$ cat config.mk
export PLATFORM = sky130hd
export DESIGN_NAME = mss_addr_dec
export DESIGN_NICKNAME = d
export VERILOG_FILES = /design/src/rtl/mss_pkg.sv /design/src/rtl/mss_region_dec.sv /design/src/rtl/mss_sel_gen.sv /design/src/rtl/mss_err_trk.sv /design/src/rtl/mss_addr_dec.sv
export SDC_FILE = /design/constraint.sdc
export NUM_CORES = 1
export LEC_CHECK = 0
export CORE_MARGIN = 3
export CORE_UTILIZATION = 23
export DETAILED_ROUTE_END_ITERATION = 12
export PLACE_DENSITY = 0.84
export SLEW_MARGIN = 25
export SYNTH_ARGS = -nofsm -noshare
export SYNTH_HDL_FRONTEND = slang
export SYNTH_SLANG_ARGS = --single-unit
export TNS_END_PERCENT = 10
$ cat constraint.sdc
create_clock -name clk_i -period 2.25 [get_ports clk_i]
set_input_delay 0.45 -clock clk_i [delete_from_list [all_inputs] [get_ports clk_i]]
set_output_delay 0.45 -clock clk_i [all_outputs]
set_load 0.1 [all_outputs]
$ cat src/rtl/mss_pkg.sv
package mss_pkg;
  localparam int unsigned MAX_PROCS = 8;
  localparam int unsigned DEF_ADDR_W = 32;
  localparam int unsigned DEF_WIN_BITS = 22;
  localparam logic [31:0] DEF_MMS_BASE = 32'h0200_0000;
endpackage

$ cat src/rtl/mss_region_dec.sv
module mss_region_dec #(
  parameter int unsigned NPROC    = 8,
  parameter int unsigned ADDR_W   = 32,
  parameter int unsigned WIN_BITS = 22,
  parameter logic [ADDR_W-1:0] BASE = 32'h0200_0000,
  localparam int unsigned IDX_W   = $clog2(NPROC + 1)
) (
  input  logic [ADDR_W-1:0]   addr_i,
  output logic                win_hit_o,
  output logic                bc_hit_o,
  output logic [IDX_W-1:0]    idx_o,
  output logic [WIN_BITS-1:0] offset_o
);
  localparam int unsigned UP_W = ADDR_W - WIN_BITS;

  logic [ADDR_W-1:0] rel;
  logic [UP_W-1:0]   upper;
  logic              in_space;

  assign rel      = addr_i - BASE;
  assign upper    = rel[ADDR_W-1:WIN_BITS];
  assign in_space = (addr_i >= BASE) && (upper <= UP_W'(NPROC));

  assign idx_o     = upper[IDX_W-1:0];
  assign offset_o  = rel[WIN_BITS-1:0];
  assign bc_hit_o  = in_space && (upper == UP_W'(NPROC));
  assign win_hit_o = in_space && !bc_hit_o;
endmodule

$ cat src/rtl/mss_sel_gen.sv
module mss_sel_gen #(
  parameter int unsigned NPROC = 8,
  parameter int unsigned ID_W  = 3,
  localparam int unsigned IDX_W = $clog2(NPROC + 1)
) (
  input  logic             valid_i,
  input  logic             we_i,
  input  logic [ID_W-1:0]  own_id_i,
  input  logic             win_hit_i,
  input  logic             bc_hit_i,
  input  logic [IDX_W-1:0] idx_i,
  output logic [NPROC-1:0] sel_o,
  output logic             bcast_o,
  output logic             illegal_o
);
  logic own_win;
  assign own_win   = win_hit_i && (idx_i == IDX_W'(own_id_i));
  assign illegal_o = valid_i && !we_i && (own_win || bc_hit_i);
  assign bcast_o   = valid_i && we_i && bc_hit_i;

  for (genvar g = 0; g < NPROC; g++) begin : g_sel
    always_comb begin
      sel_o[g] = bcast_o ||
                 (valid_i && win_hit_i && (idx_i == IDX_W'(g)) && (we_i || !own_win));
    end
  end
endmodule

$ cat src/rtl/mss_err_trk.sv
module mss_err_trk (
  input  logic clk_i,
  input  logic rst_ni,
  input  logic set_i,
  input  logic clr_i,
  output logic err_o
);
  logic err_q;

  always_ff @(posedge clk_i or negedge rst_ni) begin
    if (!rst_ni)    err_q <= 1'b0;
    else if (set_i) err_q <= 1'b1;   // set wins over clear
    else if (clr_i) err_q <= 1'b0;
  end
  assign err_o = err_q;

  AST_ERR_SET: assert property (@(posedge clk_i) disable iff (!rst_ni)
    set_i |=> err_q);
  AST_ERR_STICKY: assert property (@(posedge clk_i) disable iff (!rst_ni)
    (err_q && !clr_i) |=> err_q);
  AST_ERR_CLR: assert property (@(posedge clk_i) disable iff (!rst_ni)
    (clr_i && !set_i) |=> !err_q);
  AST_ERR_NO_SPURIOUS: assert property (@(posedge clk_i) disable iff (!rst_ni)
    (!err_q && !set_i) |=> !err_q);
endmodule

$ cat src/rtl/mss_addr_dec.sv
module mss_addr_dec #(
  parameter int unsigned NPROC    = mss_pkg::MAX_PROCS,
  parameter int unsigned ID_W     = 3,
  parameter int unsigned ADDR_W   = mss_pkg::DEF_ADDR_W,
  parameter int unsigned WIN_BITS = mss_pkg::DEF_WIN_BITS,
  parameter logic [ADDR_W-1:0] BASE = mss_pkg::DEF_MMS_BASE
) (
  input  logic                clk_i,
  input  logic                rst_ni,
  input  logic                req_valid_i,
  input  logic                req_we_i,
  input  logic [ID_W-1:0]     req_id_i,
  input  logic [ADDR_W-1:0]   req_addr_i,
  input  logic                err_clr_i,
  output logic [NPROC-1:0]    tgt_sel_o,
  output logic [WIN_BITS-1:0] tgt_offset_o,
  output logic                bcast_o,
  output logic                err_o
);
  localparam int unsigned IDX_W = $clog2(NPROC + 1);

  logic                win_hit, bc_hit, illegal;
  logic [IDX_W-1:0]    idx;
  logic [WIN_BITS-1:0] offset;

  mss_region_dec #(.NPROC(NPROC), .ADDR_W(ADDR_W), .WIN_BITS(WIN_BITS), .BASE(BASE)) i_region (
    .addr_i(req_addr_i), .win_hit_o(win_hit), .bc_hit_o(bc_hit),
    .idx_o(idx), .offset_o(offset)
  );

  mss_sel_gen #(.NPROC(NPROC), .ID_W(ID_W)) i_sel (
    .valid_i(req_valid_i), .we_i(req_we_i), .own_id_i(req_id_i),
    .win_hit_i(win_hit), .bc_hit_i(bc_hit), .idx_i(idx),
    .sel_o(tgt_sel_o), .bcast_o(bcast_o), .illegal_o(illegal)
  );

  mss_err_trk i_err (
    .clk_i(clk_i), .rst_ni(rst_ni), .set_i(illegal), .clr_i(err_clr_i), .err_o(err_o)
  );

  assign tgt_offset_o = (|tgt_sel_o) ? offset : '0;

  AST_IDLE_NO_SEL: assert property (@(posedge clk_i) disable iff (!rst_ni)
    !req_valid_i |-> (tgt_sel_o == '0 && !bcast_o));
  AST_BCAST_ALL: assert property (@(posedge clk_i) disable iff (!rst_ni)
    bcast_o |-> (&tgt_sel_o));
  AST_SEL_SHAPE: assert property (@(posedge clk_i) disable iff (!rst_ni)
    !bcast_o |-> $onehot0(tgt_sel_o));
  AST_ILLEGAL_BLOCKS: assert property (@(posedge clk_i) disable iff (!rst_ni)
    illegal |-> (tgt_sel_o == '0));
endmodule

==> out/qor.log <==
[outcome] run status finished, violations left
[outcome] violated checks setup timing
[timing] count of final setup violators 32
[worst_hold_path] hold_sp i_err.err_o
[floorplan] Total Die Area 3150 µm²
[floorplan] Die Wd 56.1 µm
[synth] leading post-synthesis cells by instance count 22 x sky130_fd_sc_hd__and2_1, 9 x sky130_fd_sc_hd__a21oi_1, 4 x sky130_fd_sc_hd__inv_1
[floorplan] y dimension of the die 56.1 µm
[final_layout] number of flip-flops under the largest register name 1
[synth] Mapped Nets 115
[synth] Main synth FF type sky130_fd_sc_hd__dfrtp_1
[synth] Netlist Area Pre-Place 578 µm²
[timing] Hold Slack 0.612 ns
[timing] slew at the pin closest to its max-slew limit 0.361 ns
[power_and_ir_drop] Sw Pwr 0.0977 mW
[synth] proportion of netlist area held by the largest area contributor 23.8%
[worst_setup_path] data arrival at the endpoint of the critical path 2.39 ns
[synth] cell types with the largest area share after synthesis sky130_fd_sc_hd__and2_1 24%, sky130_fd_sc_hd__a21oi_1 7.8%, sky130_fd_sc_hd__buf_6 5.8%
[place] worst setup slack after placement -0.816 ns
[routing] met2 WL post-DR 3040 µm
[global_routing] initial antenna violation count 0
[synth] number of enable flip-flop cells after synthesis 0
[timing] Post-Route Setup TNS -17.02 ns
[global_routing] total global-route track usage 27.3%
[power_and_ir_drop] Clk network pwr share 0%
[synth] cell count after synthesis 74
[power_and_ir_drop] relative contribution of combinational cells to total power 92.2%
[synth] library cell occupying the most area in the post-synthesis netlist sky130_fd_sc_hd__and2_1
[power_and_ir_drop] Switching Fraction 41.6%
[power_and_ir_drop] leak pwr 0.861 nW
[worst_setup_path] source of the worst register-to-register timing path i_err.err_o
[synth] post-synthesis sequential area ratio 4.33%
[floorplan] Row Count 17
[routing] average routed wire per standard cell 26.0 µm
[synth] Post-synth ARST share 100%
[final_layout] flip-flop and latch area 25.0 µm²
[place] half-perimeter wire length after placement 2630 µm
[timing] fin crit share 126%
[global_routing] aggregate global routing overflow 0
[clock_tree] hold_buf cts 0
[worst_setup_path] largest driver fanout on the critical path 6
[routing] detailed-routed wire length on met3 144 µm
[flow_run] Max-Cap Viols 0
[timing] slew margin rel. 75.7%
[worst_setup_path] critical path launch point req_addr_i[25]
[timing] count of endpoints failing hold in the final timing report 0
[routing] DRC violations left 0
[final_layout] antenna fix cells 0
[timing] slack of the critical path -0.590 ns
[worst_setup_path] endpoint type of the worst setup path output port
[global_routing] vias in the first global route 1155
[power_and_ir_drop] IR drop worst, VDD 0.134 mV
[worst_hold_path] type of the most critical hold path reg -> reg
[routing] M1 wire length 1850 µm
[clock_tree] clock latency at the later pin of the worst-skew pair 0 ns
[power_and_ir_drop] internal power summed over all cells 0.137 mW
[floorplan] area of the core 2300 µm²
[final_layout] number of nets in the layout 215
[power_and_ir_drop] Total Power 0.235 mW
[clock_tree] clock transition at the registers of the reported paths 0 ns
[routing] Highest Signal Layer met4
[routing] total routed wirelength 5200 µm
[routing] drt pass-1 iters 4
[timing] Final Slew Violations 0
[global_routing] wire length of the first global-routing pass 6580 µm
[worst_setup_path] WS Path Type in -> out
[synth] number of warnings printed during yosys synthesis 0
[routing] Detailed Route Iter0 Violations 39
[floorplan] total I/O pin count 72
[synth] Yosys cell types 31
[timing] unrepaired setup endpoints after global routing true
[routing] number of vias after detailed routing 1072
[place] RePlAce Congestion 0.810
[worst_setup_path] endpoint required time on the critical path 1.80 ns
[worst_setup_path] Worst Setup Start Kind primary input
[final_layout] multi-input logic area 749 µm²
[synth] cell with the most instances after synthesis sky130_fd_sc_hd__and2_1
[place] port buffer count 71
[power_and_ir_drop] cell area power density 109 nW/µm²
[final_layout] layout-stage area growth over the synthesis result 274%
[timing] Fin Clk Skew 0 ns
[synth] Post-Synthesis Mean Instance Area 7.81 µm²
[routing] post-detailed-route count of antenna-violating nets 0
[routing] Via-to-Cell Ratio 5.36
[global_routing] pin count of the biggest net entering global routing 10
[final_layout] share of post-route cells with drive strength above 1 72.1%
[power_and_ir_drop] sequential power share 7.8%
[timing] final worst path period need 2.84 ns
[timing] Max Fclk 0.352 GHz
[floorplan] starting density of the core 25.2%
[final_layout] number of inserted filler cells in the final layout 62
[synth] total of flip-flops plus latches after synthesis 1
==> worst paths after layout <==
kind	slack, ns	depth (start not counted)	endpoint
max	-0.59	11	tgt_offset_o[15]
min	0.61	2	i_err.err_o
max reg2reg	1.52	2	i_err.err_o
min reg2reg	0.61	2	i_err.err_o
max in group asynchronous	1.52	1	i_err.err_o
min in group asynchronous	0.62	1	i_err.err_o
==> per-layer routing <==
layer / global-route usage [%] / up-vias
li1: - / 466
met4: 7.80 / 0
met3: 1.86 / 10
met5: 0 / -
met1: 27.0 / 544
met2: 57.9 / 52
==> critical path, stage by stage <==
cell and delay (ns):
sky130_fd_sc_hd__buf_8 0.09, sky130_fd_sc_hd__inv_8 0.03, sky130_fd_sc_hd__ha_4 0.24, sky130_fd_sc_hd__nor4bb_4 0.24
sky130_fd_sc_hd__nand4_1 0.27, sky130_fd_sc_hd__a2111oi_4 0.30, sky130_fd_sc_hd__buf_4 0.21, sky130_fd_sc_hd__buf_12 0.11
sky130_fd_sc_hd__buf_12 0.10, sky130_fd_sc_hd__and2_4 0.16, sky130_fd_sc_hd__buf_12 0.17
==> power groups by stage <==
stage	combinational [mW]	sequential, mW	clock, mW
6_report	0.216	0.0184	0
5_1_grt	0.223	0.0184	0
4_1_cts	0.185	0.0184	0
3_5_place_dp	0.164	0.0184	0
3_3_place_gp	0.157	0.0184	0
2_1_floorplan	0.0615	0.0186	0
==> placed cells by master, fill, tap and decap left out, types with 3 or more instances in the layout <==
cell	n
sky130_fd_sc_hd__clkdlybuf4s50_1	25
sky130_fd_sc_hd__buf_12	34
sky130_fd_sc_hd__xor2_2	3
sky130_fd_sc_hd__a21oi_4	8
sky130_fd_sc_hd__and2_4	22
sky130_fd_sc_hd__buf_6	4
sky130_fd_sc_hd__nand4b_1	3
sky130_fd_sc_hd__buf_4	25
sky130_fd_sc_hd__clkbuf_2	6
sky130_fd_sc_hd__dlygate4sd2_1	4
==> layout make-up <==
cell class / count / share of cell area (%)
multi-input cells: 64 / 34.6
flip-flops and latches: 1 / 1.16
well taps: 28 / 1.62
repair buffers: 103 / 61.3
inverters: 4 / 1.27
==> cell families after synthesis <==
| family | synth area share, % |
|---|---|
| AND/OR/NAND/NOR | 51.7 |
| AO/OA/AOI/OAI | 21.2 |
| buffers and inverters | 11.9 |
| XOR/XNOR | 8.66 |
| adder cells (fa/ha/maj) | 2.16 |
| flip-flops | 4.33 |
==> per-stage QoR <==
step | utilization [%] | std cells | instance area, µm²
6_report | 94.2 | 200 | 2160
5_1_grt | 94.2 | 200 | 2160
4_1_cts | 91.8 | 195 | 2110
3_5_place_dp | 81.6 | 180 | 1880
3_3_place_gp | 81.6 | 180 | 1880
2_1_floorplan | - | 74 | 781
==> timing repair <==
item	CTS	global route
pin swaps	29	13
resized for setup	37	23
gates cloned	4	0
setup endpoints to repair	32	31
setup buffers	11	5
No activity file was read; power rests on OpenSTA's default activity.
